`config.mk`:
```
export PLATFORM = sky130hd
export DESIGN_NAME = eeprom_cfg_loader
export DESIGN_NICKNAME = d
export VERILOG_FILES = /design/src/rtl/eecfg_pkg.sv /design/src/rtl/eecfg_phase_timer.sv /design/src/rtl/eecfg_seq.sv /design/src/rtl/eecfg_datapath.sv /design/src/rtl/eeprom_cfg_loader.sv
export SDC_FILE = /design/constraint.sdc
export NUM_CORES = 1
export LEC_CHECK = 0
export CAP_MARGIN = 10
export CORE_ASPECT_RATIO = 0.5
export CORE_MARGIN = 10
export CORE_UTILIZATION = 51
export DETAILED_ROUTE_END_ITERATION = 8
export PLACE_DENSITY = 0.72
export SETUP_SLACK_MARGIN = 0.1
export SLEW_MARGIN = 20
export SYNTH_ARGS = -nofsm -noshare
export SYNTH_HDL_FRONTEND = slang
export SYNTH_SLANG_ARGS = --single-unit
export TNS_END_PERCENT = 50
```
`constraint.sdc`:
```
create_clock -name clk -period 9.6 [get_ports clk]
set_clock_uncertainty 0.05 [all_clocks]
set_input_delay 1.92 -clock clk [delete_from_list [all_inputs] [get_ports clk]]
set_output_delay 1.92 -clock clk [all_outputs]
set_load 0.02 [all_outputs]
```
`src/rtl/eecfg_pkg.sv`:
```
package eecfg_pkg;

    typedef enum logic [3:0] {
        S_BOOT,
        S_SETUP,
        S_CMD_HI,
        S_DAT_LO,
        S_DAT_HI,
        S_GAP,
        S_CHECK,
        S_DONE,
        S_HALT
    } eecfg_state_e;

endpackage

```
`src/rtl/eecfg_phase_timer.sv`:
```
module eecfg_phase_timer #(
    parameter int DIV_W = 16
) (
    input  logic             clk,
    input  logic             rst_n,
    input  logic             run,
    input  logic [DIV_W-1:0] div,
    output logic             phase_end
);
    logic [DIV_W-1:0] cnt;
    logic [DIV_W-1:0] last;

    always_comb begin
        last      = (div == '0) ? '0 : div - 1'b1;
        phase_end = run && (cnt == last);
    end

    always_ff @(posedge clk) begin
        if (!rst_n || !run || phase_end) begin
            cnt <= '0;
        end else begin
            cnt <= cnt + 1'b1;
        end
    end
endmodule

```
`src/rtl/eecfg_seq.sv`:
```
module eecfg_seq
    import eecfg_pkg::*;
#(
    parameter int WORDS    = 64,
    parameter int ADDR_W   = 6,
    parameter int DATA_W   = 16,
    parameter int CMD_W    = 8,
    parameter int CMD_BASE = 8'h80,
    parameter int CNT_W    = 5
) (
    input  logic              clk,
    input  logic              rst_n,
    input  logic              phase_end,
    output logic              timer_run,
    output logic [ADDR_W-1:0] addr,
    output logic              ee_cs,
    output logic              ee_sk,
    output logic              ee_di,
    output logic              sample,
    output logic              last_bit,
    output logic              check,
    output logic              done
);
    localparam int CMD_BITS = CMD_W + 1;
    localparam logic [CNT_W-1:0] CMD_LAST = CNT_W'(CMD_BITS - 1);
    localparam logic [CNT_W-1:0] DAT_LAST = CNT_W'(DATA_W - 1);
    localparam logic [ADDR_W-1:0] ADDR_LAST = ADDR_W'(WORDS - 1);

    eecfg_state_e      state, state_nx;
    logic [CNT_W-1:0]  bit_cnt;
    logic [CMD_W-1:0]  cmd;
    logic [CMD_BITS-1:0] frame_sh;

    // next-state selection
    always_comb begin
        state_nx = state;
        unique case (state)
            S_BOOT:   if (phase_end) state_nx = S_SETUP;
            S_SETUP:  if (phase_end) state_nx = S_CMD_HI;
            S_CMD_HI: if (phase_end) state_nx = (bit_cnt == CMD_LAST) ? S_DAT_LO : S_SETUP;
            S_DAT_LO: if (phase_end) state_nx = S_DAT_HI;
            S_DAT_HI: if (phase_end) state_nx = (bit_cnt == DAT_LAST) ? S_GAP : S_DAT_LO;
            S_GAP:    if (phase_end) state_nx = (addr == ADDR_LAST) ? S_CHECK : S_SETUP;
            S_CHECK:  state_nx = S_DONE;
            S_DONE:   state_nx = S_HALT;
            S_HALT:   state_nx = S_HALT;
            default:  state_nx = S_HALT;
        endcase
    end

    // state register and bit / word counters
    always_ff @(posedge clk) begin
        if (!rst_n) begin
            state   <= S_BOOT;
            bit_cnt <= '0;
            addr    <= '0;
        end else begin
            state <= state_nx;
            if (phase_end && state == S_CMD_HI) begin
                bit_cnt <= (bit_cnt == CMD_LAST) ? '0 : bit_cnt + 1'b1;
            end else if (phase_end && state == S_DAT_HI) begin
                bit_cnt <= (bit_cnt == DAT_LAST) ? '0 : bit_cnt + 1'b1;
            end
            if (phase_end && state == S_GAP && addr != ADDR_LAST) begin
                addr <= addr + 1'b1;
            end
        end
    end

    // outputs decoded from the state register
    always_comb begin
        cmd       = CMD_W'(CMD_BASE) | CMD_W'(addr);
        frame_sh  = {1'b1, cmd} << bit_cnt;
        timer_run = 1'b0;
        ee_cs     = 1'b0;
        ee_sk     = 1'b0;
        ee_di     = 1'b0;
        sample    = 1'b0;
        check     = 1'b0;
        done      = 1'b0;
        last_bit  = (bit_cnt == DAT_LAST);
        unique case (state)
            S_BOOT, S_GAP: begin
                timer_run = 1'b1;
            end
            S_SETUP: begin
                timer_run = 1'b1;
                ee_cs     = 1'b1;
                ee_di     = frame_sh[CMD_BITS-1];
            end
            S_CMD_HI: begin
                timer_run = 1'b1;
                ee_cs     = 1'b1;
                ee_sk     = 1'b1;
                ee_di     = frame_sh[CMD_BITS-1];
            end
            S_DAT_LO: begin
                timer_run = 1'b1;
                ee_cs     = 1'b1;
            end
            S_DAT_HI: begin
                timer_run = 1'b1;
                ee_cs     = 1'b1;
                ee_sk     = 1'b1;
                sample    = phase_end;
            end
            S_CHECK: check = 1'b1;
            S_DONE:  done  = 1'b1;
            S_HALT:  ;
            default: ;
        endcase
    end
endmodule

```
`src/rtl/eecfg_datapath.sv`:
```
module eecfg_datapath #(
    parameter int ADDR_W    = 6,
    parameter int DATA_W    = 16,
    parameter int SIGNATURE = 16'h1234,
    parameter int ID_W      = 3,
    parameter int DEF_ID    = 7,
    parameter int TAG_W     = 16,
    parameter int DEF_TAG   = 16,
    parameter int ID_BYTE   = 8'h40,
    parameter int OPT_BYTE  = 8'h41,
    parameter int TAG_BYTE  = 8'h43,
    parameter int NEG_BIT   = 3
) (
    input  logic              clk,
    input  logic              rst_n,
    input  logic [ADDR_W-1:0] addr,
    input  logic              ee_do,
    input  logic              sample,
    input  logic              last_bit,
    input  logic              check,
    output logic              valid,
    output logic [ID_W-1:0]   host_id,
    output logic [TAG_W-1:0]  tag_depth,
    output logic              act_neg
);
    localparam logic [ADDR_W-1:0] ID_WORD  = ADDR_W'(ID_BYTE / 2);
    localparam logic [ADDR_W-1:0] OPT_WORD = ADDR_W'(OPT_BYTE / 2);
    localparam logic [ADDR_W-1:0] TAG_WORD = ADDR_W'(TAG_BYTE / 2);
    localparam int ID_LSB  = (ID_BYTE % 2) * 8;
    localparam int OPT_LSB = (OPT_BYTE % 2) * 8;
    localparam int TAG_LSB = (TAG_BYTE % 2) * 8;
    localparam logic [TAG_W-1:0] TAG_ONE = TAG_W'(2);

    logic [DATA_W-2:0] shreg;
    logic [DATA_W-1:0] word_new;
    logic [DATA_W-1:0] sum;
    logic [ID_W-1:0]   id_cap;
    logic              neg_cap;
    logic [7:0]        tag_cap;
    logic              word_end;

    assign word_new = {shreg, ee_do};
    assign word_end = sample && last_bit;

    always_ff @(posedge clk) begin
        if (!rst_n) begin
            shreg   <= '0;
            sum     <= '0;
            id_cap  <= '0;
            neg_cap <= 1'b0;
            tag_cap <= '0;
        end else if (sample) begin
            shreg <= word_new[DATA_W-2:0];
            if (word_end) begin
                sum <= sum + word_new;
                if (addr == ID_WORD)  id_cap  <= word_new[ID_LSB +: ID_W];
                if (addr == OPT_WORD) neg_cap <= word_new[OPT_LSB + NEG_BIT];
                if (addr == TAG_WORD) tag_cap <= word_new[TAG_LSB +: 8];
            end
        end
    end

    always_ff @(posedge clk) begin
        if (!rst_n) begin
            valid     <= 1'b0;
            host_id   <= ID_W'(DEF_ID);
            tag_depth <= TAG_W'(DEF_TAG);
            act_neg   <= 1'b0;
        end else if (check) begin
            valid <= (sum == DATA_W'(SIGNATURE));
            if (sum == DATA_W'(SIGNATURE)) begin
                host_id   <= id_cap;
                act_neg   <= neg_cap;
                tag_depth <= (tag_cap < 8'(TAG_W - 1)) ? (TAG_ONE << tag_cap) : '0;
            end
        end
    end
endmodule

```
`src/rtl/eeprom_cfg_loader.sv`:
```
module eeprom_cfg_loader #(
    parameter int WORDS     = 64,
    parameter int DATA_W    = 16,
    parameter int CMD_W     = 8,
    parameter int CMD_BASE  = 8'h80,
    parameter int SIGNATURE = 16'h1234,
    parameter int DIV_W     = 16,
    parameter int ID_W      = 3,
    parameter int DEF_ID    = 7,
    parameter int TAG_W     = 16,
    parameter int DEF_TAG   = 16,
    parameter int ID_BYTE   = 8'h40,
    parameter int OPT_BYTE  = 8'h41,
    parameter int TAG_BYTE  = 8'h43,
    parameter int NEG_BIT   = 3
) (
    input  logic                 clk,
    input  logic                 rst_n,
    input  logic [DIV_W-1:0]     phase_div,
    input  logic                 ee_do,
    output logic                 ee_cs,
    output logic                 ee_sk,
    output logic                 ee_di,
    output logic                 done,
    output logic                 valid,
    output logic [ID_W-1:0]      host_id,
    output logic [(1<<ID_W)-1:0] id_mask,
    output logic [TAG_W-1:0]     tag_depth,
    output logic                 act_neg
);
    localparam int ADDR_W = $clog2(WORDS);
    localparam int CNT_W  = $clog2(DATA_W + CMD_W + 1);

    logic              timer_run;
    logic              phase_end;
    logic [ADDR_W-1:0] addr;
    logic              sample;
    logic              last_bit;
    logic              check;

    eecfg_phase_timer #(.DIV_W(DIV_W)) u_timer (
        .clk       (clk),
        .rst_n     (rst_n),
        .run       (timer_run),
        .div       (phase_div),
        .phase_end (phase_end)
    );

    eecfg_seq #(
        .WORDS(WORDS), .ADDR_W(ADDR_W), .DATA_W(DATA_W),
        .CMD_W(CMD_W), .CMD_BASE(CMD_BASE), .CNT_W(CNT_W)
    ) u_seq (
        .clk       (clk),
        .rst_n     (rst_n),
        .phase_end (phase_end),
        .timer_run (timer_run),
        .addr      (addr),
        .ee_cs     (ee_cs),
        .ee_sk     (ee_sk),
        .ee_di     (ee_di),
        .sample    (sample),
        .last_bit  (last_bit),
        .check     (check),
        .done      (done)
    );

    eecfg_datapath #(
        .ADDR_W(ADDR_W), .DATA_W(DATA_W), .SIGNATURE(SIGNATURE),
        .ID_W(ID_W), .DEF_ID(DEF_ID), .TAG_W(TAG_W), .DEF_TAG(DEF_TAG),
        .ID_BYTE(ID_BYTE), .OPT_BYTE(OPT_BYTE), .TAG_BYTE(TAG_BYTE),
        .NEG_BIT(NEG_BIT)
    ) u_dp (
        .clk       (clk),
        .rst_n     (rst_n),
        .addr      (addr),
        .ee_do     (ee_do),
        .sample    (sample),
        .last_bit  (last_bit),
        .check     (check),
        .valid     (valid),
        .host_id   (host_id),
        .tag_depth (tag_depth),
        .act_neg   (act_neg)
    );

    assign id_mask = (1 << ID_W)'(1) << host_id;
endmodule

```
# Word-level counts from Yosys, hierarchy flattened

Cells that the tools add are included.

Logic and storage cells: 88
Memory bits (read-only): 0
RAM bits: 0
Output and inout port bits: 33
Input port bits: 19
Flip-flop bits (word level): 95
Latch bits: 0
Memories kept: 0

Shifts and indexed selects: 3
Reductions and logical operators: 22
$mul: 0
Div/mod/pow operators: 0
Bitwise gates (word level): 0
Order comparisons: 1
Equality and inequality tests: 21
Add/sub/neg operators: 5
Mux-type cells: 23

Operators by type and width:

| kind                  | number |
|---|---|
| $mux 16               | 2 |
| $pmux 4 s7            | 1 |
| $mux 4                | 6 |
| $mux 5                | 4 |
| $eq 6x6->1 const B    | 3 |
| $add 16x1->16 const B | 1 |
| $add 16x16->16        | 1 |
| $eq 16x13->1 const B  | 1 |
| $eq 16x16->1          | 1 |
| $eq 4x3->1 const B    | 4 |
| $logic_not 16->1      | 1 |
| $shl 2x8->16 const A  | 1 |
| $sub 16x1->16 const B | 1 |
| $ne 2x1->1 const B    | 6 |
| $eq 5x4->1 const B    | 2 |
| $shl 9x5->9           | 1 |
| $eq 4x2->1 const B    | 2 |
| $lt 8x4->1 const B    | 1 |
| $shl 1x3->8 const A   | 1 |
| $mux 1                | 7 |
| $add 6x1->6 const B   | 1 |
| $logic_and 1x1->1     | 6 |
| $mux 3                | 2 |
| $ne 6x6->1 const B    | 1 |
| other kinds (13)      | 18 |

# Logic depth before layout (Yosys ltp)

Gate-level depths: netlist of run 1.

Depth after elaboration: 7
Gate-level depth with buffers: 13
Depth with buffers taken out: 12

# Modules after synthesis

A second synthesis of run 1 with hierarchy kept.

Cells, all modules: 667
Area, all modules: 5659.2 um^2

By module, submodules not included:

| module            | cells an instance | instances | area each (um^2) | seq. area each (um^2) |
|---|---|---|---|---|
| eecfg_datapath    | 344               | 1         | 3146.8           | 1261.2 |
| eecfg_phase_timer | 191               | 1         | 1445.1           | 320.3 |
| eecfg_seq         | 124               | 1         | 1002.2           | 300.3 |
| eeprom_cfg_loader | 8                 | 1         | 65.1             | 0.0 |

# Least setup slack after synthesis of run 1

No wires, ideal clock.

Kind: in2reg
Start point: in phase_div[7]
End point: reg u_dp.shreg[10]
Setup time: 0.116 ns
Cell stages on the path: 12
Arrival: 4.609 ns
Slack: 4.825 ns
Required time: 9.434 ns
Buffers on the path: 3
Cell sequence: clkbuf_1 > nor3_2 > and3_1 > buf_2 > nand2_2 > mux2_4 > nor4_4 > o2111ai_4 > nor4_4 > buf_6 > mux2i_1 > nor2b_1

Word-level cells in the longest chain between the ends: 5
Elaborated cells on any way between the ends: 6
Classes of those cells: 1 x add/sub; 1 x eq/ne; 2 x mux; 2 x reduce/logical

RTL lines:

| item                                                     | line                    | source |
|---|---|---|
| from (decl)                                              | eeprom_cfg_loader.sv:19 | `input logic [DIV_W-1:0] phase_div,` |
| $sub 16x1->16 / $logic_not 16->1 (equally long branches) | eecfg_phase_timer.sv:14 | `last = (div == '0) ? '0 : div - 1'b1;` |
| $mux 16 (*)                                              | eecfg_phase_timer.sv:14 |  |
| $eq 16x16->1 (*)                                         | eecfg_phase_timer.sv:15 | `phase_end = run && (cnt == last);` |
| $logic_and 1x1->1 (*)                                    | eecfg_phase_timer.sv:15 |  |
| $mux 1 (*)                                               | eecfg_seq.sv:82         | `unique case (state)` |
| to (signal assigned)                                     | eecfg_datapath.sv:53    | `shreg <= word_new[DATA_W-2:0];` |
| to (decl)                                                | eecfg_datapath.sv:34    | `logic [DATA_W-2:0] shreg;` |

Every way passes the cells marked *; elsewhere a longest branch is shown, timed or not.
A chain may end at the register's enable or synchronous reset.

# Final worst setup path of run 1

Start point: in phase_div[3]
End point: reg u_dp.tag_cap[4]

Word-level cells in the longest chain between the ends: 7
Elaborated cells on any way between the ends: 8
Classes of those cells: 1 x add/sub; 1 x eq/ne; 2 x mux; 4 x reduce/logical

RTL lines:

| item                                                     | line                    | source |
|---|---|---|
| $sub 16x1->16 / $logic_not 16->1 (equally long branches) | eecfg_phase_timer.sv:14 |  |
| $mux 16 (*)                                              | eecfg_phase_timer.sv:14 |  |
| $eq 16x16->1 (*)                                         | eecfg_phase_timer.sv:15 |  |
| $logic_and 1x1->1 (*)                                    | eecfg_phase_timer.sv:15 |  |
| $mux 1 (*)                                               | eecfg_seq.sv:82         |  |
| $logic_and 1x1->1                                        | eecfg_datapath.sv:43    | `assign word_end = sample && last_bit;` |
| $reduce_and 3->1 (no source line) (*)                    | --                      |  |
| to (signal assigned)                                     | eecfg_datapath.sv:58    | `if (addr == TAG_WORD) tag_cap <= word_new[TAG_LSB +: 8];` |
| to (decl)                                                | eecfg_datapath.sv:39    | `logic [7:0] tag_cap;` |

Marks and branches as above.

==> summary.md, run 1 <==
| Metric | Value |
|---|---|
| Total I/O pin count | between 50 and 60 |
| Worst-path clk slew | 0.07 ns |
| Clock Power Share | around 44% |
| Fin crit share | between 50 and 60% |
| Ordered list of cells on the worst path | clkdlybuf4s50_1 -> nor4_4 -> nand3_2 -> xor2_1 -> a2111oi_0 -> and4bb_1 -> nand4_4 -> nor4_4 -> mux2i_1 -> nor2b_1 |
| Post-CTS Setup Inserts | 0 |
| Global-route wire length before repair | ~23 mm |
| # DRC | 0 |
| Seq/Total Area, Yosys | between 30% and 40% |
| Hold WC Path Type | flop to flop |
| PwrDens | between 100 and 150 nW/um^2 |
| Worst Hold Path EP | u_dp.tag_depth[2] |
| Commonest cells post-synth | dfxtp_1, nand2_1, mux2i_1 |
| Status | complete, no violations |
| Share of cells above drive strength 1 | ~7.6% |
| Root Driver | clkbuf_16 |
| Antenna violation net count after detailed routing | 0 |
| Synth Warn # | 0 |
| Multi-input logic area | ~3800 um^2 |
| Reg power frac | around 50% |
| Final hold slack | around 0.42 ns |
| Worst-Margin Slew | 0.793 ns |
| Initial cell density of the core | roughly 53% |
| Final wirelength | about 13 mm |
| All-Layer GR Usage | 16.5% |
| Number of synthesized flops with an enable pin | 0 |
| Worst R2R End | u_dp.tag_cap[4] |
| Fmax | around 190 MHz |
| CP arrival | 5.52 ns |
| Post-route insts no fill | a little under 900 |
| Total gr overflow | 0 |
| Final nets | approximately 770 |
| Max Cap Viol | 0 |
| Initial antenna violation count | 0 |
| Htree depth | 3 |
| Critical hold path startpoint | u_dp.tag_depth[2] |
| Crit path top cell by count | nor4_4 |
| Avg WL per Cell | approximately 15 um |
| Placed Cells | 856 |
| Via density per instance | between 5 and 6 |
| Final setup vio count | 0 |
| Largest fanout on the critical path | 10 |
| Cells on worst reg2reg path | 8 |
| Combinational share of power | ~5.8% |
| FF+latch count, synth | 94 |
| CTS Sinks | 94 |
| Number of fill cells | 977 |
| Largest stage delay, worst path | 0.72 ns |
| Synth Flop Type | dfxtp_1 |
| CTS Buffer Depth | 2 |
| Via count | 4910 |
| Die Wd | approximately 170 um |
| Post-synthesis instance area | just under 6000 um^2 |
| Cell accounting for the most synthesized area | dfxtp_1 |
| Netlist cell types | between 70 and 80 |
| Switch share | a little under a quarter |
| NetSw | 184 uW |
| ANT cells | 0 |
| Die ar. | 16500 um^2 |
| Pin count of the biggest net entering global routing | 88 |
| Top cells by area, synth | dfxtp_1, mux2i_1, nor2b_1, ha_1, nand2_1 |
| Pre-antenna DRT Iters | 5 |
| Post-Syn Nets | 732 |
| Final hold vios | 0 |
| Area growth syn-to-layout | 14.6% |
| Hold Buf Count CTS | 0 |
| LEAKAGE | approximately 0.0024 uW |
| Core Region | about 11000 um^2 |
| Max IR drop VDD | about 0.076 mV |
| Critical path class | input pin to flop |
| RD Place Congestion | approximately 0.94 |
| Fin Setup TNS | 0 ns |
| Fin. max-slew vios | 0 |
| Worst Path Required | 9.79 ns |
| Post-synth top area share | between 30% and 40% |
| FF-to-FF setup slack | roughly 6.5 ns |
| Synthesized instance count | 688 |
| Worst setup EP type | flop |
| CTS tree | built |
| PostCTS Resize Cnt | 0 |
| Reg-to-Reg Start | u_seq.state[2] |
| Max transition margin | 46.5% |
| Seq. cell area | roughly 1900 um^2 |
| P_int | slightly below 600 uW |
| FFs w/ async S/R, synth | 0% |
| DP HPWL | roughly 9.7 mm |
| Buffers on Ports | 50 |
| Most common cell in the netlist | dfxtp_1 |
| Synth Area per Inst | between 8 and 9 um^2 |
| Starting DRT DRC Count | roughly 310 |
| Hold depth | 2 |
| Unrepaired setup endpoints after global routing | no |
| Fin crit period | 5.33 ns |
| Row count | 27 |
| Slowest-stage cell, CP | nor4_4 |
| Worst-skew pair later-pin latency | ~0.34 ns |
| Vias in the first global route | 4617 |
| Num CTS Buffers | 9 |
| CP Launch Type | input pin |
| Die height | a little under 100 um |
-- logic make-up after synthesis --
group                      Yosys count  share of synthesized area [%]
AOI/OAI and AO/OA                  111                           13.2
xor gates and xnor gates            38                           5.64
adders and majority gates           25                           5.43
buffers and inverters               56                           3.92
DFF                                 94                           31.9
muxes                               54                           9.25
other                                1                         0.0636
and+or+nand+nor                    309                           30.6
-- cells in the final DEF (no fill, tap or decap), types with 4 or more instances in the layout --
cell type	instances
nor4_4	6
nor2_1	50
a211oi_1	7
nor2b_1	51
ha_1	24
nand2b_1	7
inv_1	25
nor3b_1	11
buf_4	4
nand2_1	70
nand3_1	22
mux2i_1	53
a21oi_1	22
and3_1	12
dfxtp_1	94
o21ai_0	23
o21a_1	8
xnor2_1	24
nor3_1	16
clkdlybuf4s50_1	49
and2_1	9
xor2_1	14
a21boi_0	14
clkbuf_16	9
nor4_1	6
nand4_1	12
-- stage by stage --
| stage | utilization [%] | setup WS, ns | power, uW | cell area (um^2) |
|---|---|---|---|---|
| detailed placement | 58.1 | 3.90 | 446 | 6470 |
| floorplan | - | 4.82 | 429 | 5900 |
| global placement | 58.1 | 4.03 | 446 | 6470 |
| global route | 60.6 | 3.94 | 805 | 6760 |
| finish | 60.6 | 4.27 | 779 | 6760 |
| CTS | 60.6 | 4.26 | 786 | 6760 |
-- routing by layer --
layer	up-vias	part of all wire, %	GRT usage, %	wire, um
met1	2314	49	21.9	6600
li1	2486	-	-	-
met5	-	0	0	0
met2	99	46	26.9	6140
met3	11	4.5	3.59	611
met4	0	0.87	4.06	117
-- registers in the layout, indices dropped and copies added (netlist names) --
name / count
u_seq.state: 4
u_dp.id_cap: 3
u_dp.tag_depth: 15
u_dp.neg_cap: 1
u_dp.valid: 1
u_dp.act_neg: 1
u_seq.bit_cnt: 5
u_timer.cnt: 16
u_dp.sum: 16
u_dp.host_id: 3
u_dp.shreg: 15
u_seq.addr: 6
u_dp.tag_cap: 8
-- power by group through the flow --
stage | clock network, uW | registers (uW) | logic [uW]
finish | 341 | 393 | 44.9
global route | 363 | 393 | 48.6
CTS | 349 | 393 | 44.8
detailed placement | 0 | 402 | 44.4
global placement | 0 | 402 | 43.8
floorplan | 0 | 401 | 28.0
-- worst max-delay path by stage --
stage	end	depth (start not counted)	slack, ns	startpoint
after floorplan	u_dp.shreg[10]	12	4.82	phase_div[7]
after global placement	u_dp.tag_cap[6]	10	4.03	phase_div[3]
after detailed placement	u_dp.tag_cap[3]	10	3.90	phase_div[3]
after CTS	u_dp.tag_cap[2]	10	4.26	phase_div[3]
after global routing	u_dp.tag_cap[2]	10	3.94	phase_div[3]
final	u_dp.tag_cap[4]	10	4.27	phase_div[3]
-- layout make-up --
class,instances,area share (%)
Timing Repair Buffer,54,7.78
Clock inverter,6,0.685
Clock buffer,10,3.54
Inverter,25,1.39
Multi-Input combinational cell,538,56.1
Tap cell,145,2.68
Sequential cell,94,27.8
-- critical path: cells and delay by family --
| kind | cells | cell delay (ns) |
|---|---|---|
| mux | 1 | 0.25 |
| compound gates | 1 | 0.42 |
| xor+xnor | 1 | 0.20 |
| simple gates | 6 | 2.20 |
| buf+inv | 1 | 0.51 |
Power figures use the tool's default switching activity.
==> run 2, diff against run 1 <==
Settings changed: PLACE_DENSITY 0.72 to 0.75.
Clock period 9.6 ns to 4.3 ns, I/O delays scaled along.
==> run 2 against run 1 <==
Effect of this change:
- clock power rose by 120%
- cell count rose by 1.6%
- sequential cell count did not move
- clock-buffer cell count did not move
- utilization rose by 1.2 points
- critical path depth rose by 2
- non-clock buffer count rose by 14
- die area did not move
- power rose by 120%
- critical path type unchanged
==> summary.md, run 2 (same netlist as run 1, synthesis figures left out) <==
| Metric | Value |
|---|---|
| FF-to-FF setup slack | approximately 1.4 ns |
| Global-route wire length before repair | approximately 23 mm |
| Root Driver | clkbuf_16 |
| ANT cells | 0 |
| Via density per instance | around 5.6 |
| CP Launch Type | input pin |
| Fin crit period | 3.91 ns |
| Cells on worst reg2reg path | 8 |
| Final hold slack | 0.410 ns |
| Initial cell density of the core | a little over half |
| Worst Path Required | roughly 4.5 ns |
| Pin count of the biggest net entering global routing | 45 |
| Largest fanout on the critical path | 10 |
| Reg-to-Reg Start | u_seq.state[2] |
| Row count | 27 |
| Worst-skew pair later-pin latency | approximately 0.34 ns |
| Core Region | ~11000 um^2 |
| Status | complete, no violations |
| RD Place Congestion | around 0.94 |
| Worst-Margin Slew | between 0.7 and 0.8 ns |
| Commonest non-fill, non-tap cell in the layout | dfxtp_1 |
| Worst setup EP type | flop |
| Die Wd | 172 um |
| Max IR drop VDD | approximately 0.19 mV |
| Total gr overflow | 0 |
| Worst R2R End | u_seq.state[1] |
| Max transition margin | a little over half |
| All-Layer GR Usage | roughly 16% |
| Vias in the first global route | 4709 |
| Unrepaired setup endpoints after global routing | no |
| Fin crit share | 90.8% |
| Final nets | ~800 |
| Final setup vio count | 0 |
| PwrDens | around 250 nW/um^2 |
| CTS Sinks | 94 |
| LEAKAGE | between 0.002 and 0.003 uW |
| Critical hold path startpoint | u_dp.tag_depth[5] |
| Placed instance area | 6600 um^2 |
| Final wirelength | 13.2 mm |
| Share of cells above drive strength 1 | 9.58% |
| Buffers on Ports | 50 |
| Pwr Total | around 1700 uW |
| Htree depth | 3 |
| DP HPWL | 9.94 mm |
| Final Cell Area | about 6900 um^2 |
| Die ar. | roughly 17000 um^2 |
| Max Cap Viol | 0 |
| CTS tree | built |
| Die height | slightly below 100 um |
| CTS Buffer Depth | 2 |
| Multi-input logic area | about 3800 um^2 |
| Total I/O pin count | 52 |
| Top Registers | u_dp.sum x16, u_timer.cnt x16 |
| Critical path class | input pin to flop |
| Initial antenna violation count | 0 |
| Hold WC Path Type | flop to flop |
| Antenna violation net count after detailed routing | 0 |
| Starting DRT DRC Count | roughly 320 |
| Fmax | roughly 260 MHz |
| Final hold vios | 0 |
| Worst Hold Path EP | u_dp.tag_depth[5] |
| Via count | 4954 |
| Avg WL per Cell | 14.9 um |
| # DRC | 0 |
| Seq. cell area | roughly 1900 um^2 |
| Placed Cells | between 800 and 900 |
| Post-route insts no fill | 886 |
| Num CTS Buffers | 9 |
| Hold depth | 2 |
| CP arrival | 4.09 ns |
| Area growth syn-to-layout | 16.9% |
| Most frequent cells in the layout | dfxtp_1, nand2_1, mux2i_1 |
| Number of fill cells | between 900 and 1000 |
| Fin. max-slew vios | 0 |
| Worst-path clk slew | ~0.06 ns |
| Pre-antenna DRT Iters | 5 |
==> run 2: cell types whose count changed in the layout (fill, tap and decap cells not counted), sizes merged <==
cell  change
buf      +14
==> run 2: metal layers <==
layer  vias to the layer above  global-route usage [%]  share of wire, %  routed length, um
met5                         -                       0                 0                  0
met4                         0                    5.13               1.3                178
met3                        15                    3.63               4.2                560
met2                        79                    27.6                47               6200
met1                      2332                    21.0                48               6280
li1                       2528                       -                 -                  -
==> run 2: timing repair <==
item                                    in CTS  in global routing
hold buffers                                 0                  0
gates resized for setup                      0                  4
endpoints found under the setup margin       0                 30
buffers inserted                             0                  0
==> run 2: through the flow <==
step                utilization [%]  TNS (ns)  setup WS [ns]
global route                   61.8         0          0.123
detailed placement             59.2    -0.853        -0.0591
CTS                            61.7         0          0.290
finish                         61.8         0          0.394
floorplan                         -         0          0.585
global placement               59.2         0         0.0309
==> run 2: critical path: stages <==
cell and delay [ns]:
clkdlybuf4s50_1 0.51, nor4_4 0.29, buf_4 0.20, nand3_1 0.09, xor2_1 0.29, o22ai_1 0.13, nor4b_1 0.34, buf_4 0.19
o2111ai_4 0.26, or3_4 0.53, and3_1 0.20, o21a_1 0.18
==> run 2: area by class of cell <==
type	count	share of cell area [%]
Inverter	25	1.36
Tap cell	145	2.63
Clock buffer	10	3.47
Clock inverter	6	0.526
Sequential cell	94	27.3
Timing Repair Buffer	68	9.51
Multi-Input combinational cell	538	55.2
==> run 2: worst max-delay path by stage <==
stage,start,to,slack [ns],cells after the start
after floorplan,phase_div[7],u_dp.shreg[10],0.58,12
after CTS,phase_div[1],u_timer.cnt[15],0.29,12
after global placement,phase_div[1],u_timer.cnt[10],0.03,12
after global routing,phase_div[8],u_dp.id_cap[0],0.12,10
final,phase_div[3],u_seq.state[1],0.39,12
after detailed placement,phase_div[1],u_timer.cnt[15],-0.06,12
==> run 2: report_power, final <==
group | switching, uW | total [uW] | leakage (uW) | internal (uW)
sequential | 4.60 | 877 | 0.000757 | 873
clock | 336 | 742 | 0.000138 | 405
combinational | 57.0 | 106 | 0.00161 | 49.3
total | 398 | 1730 | 0.00250 | 1330
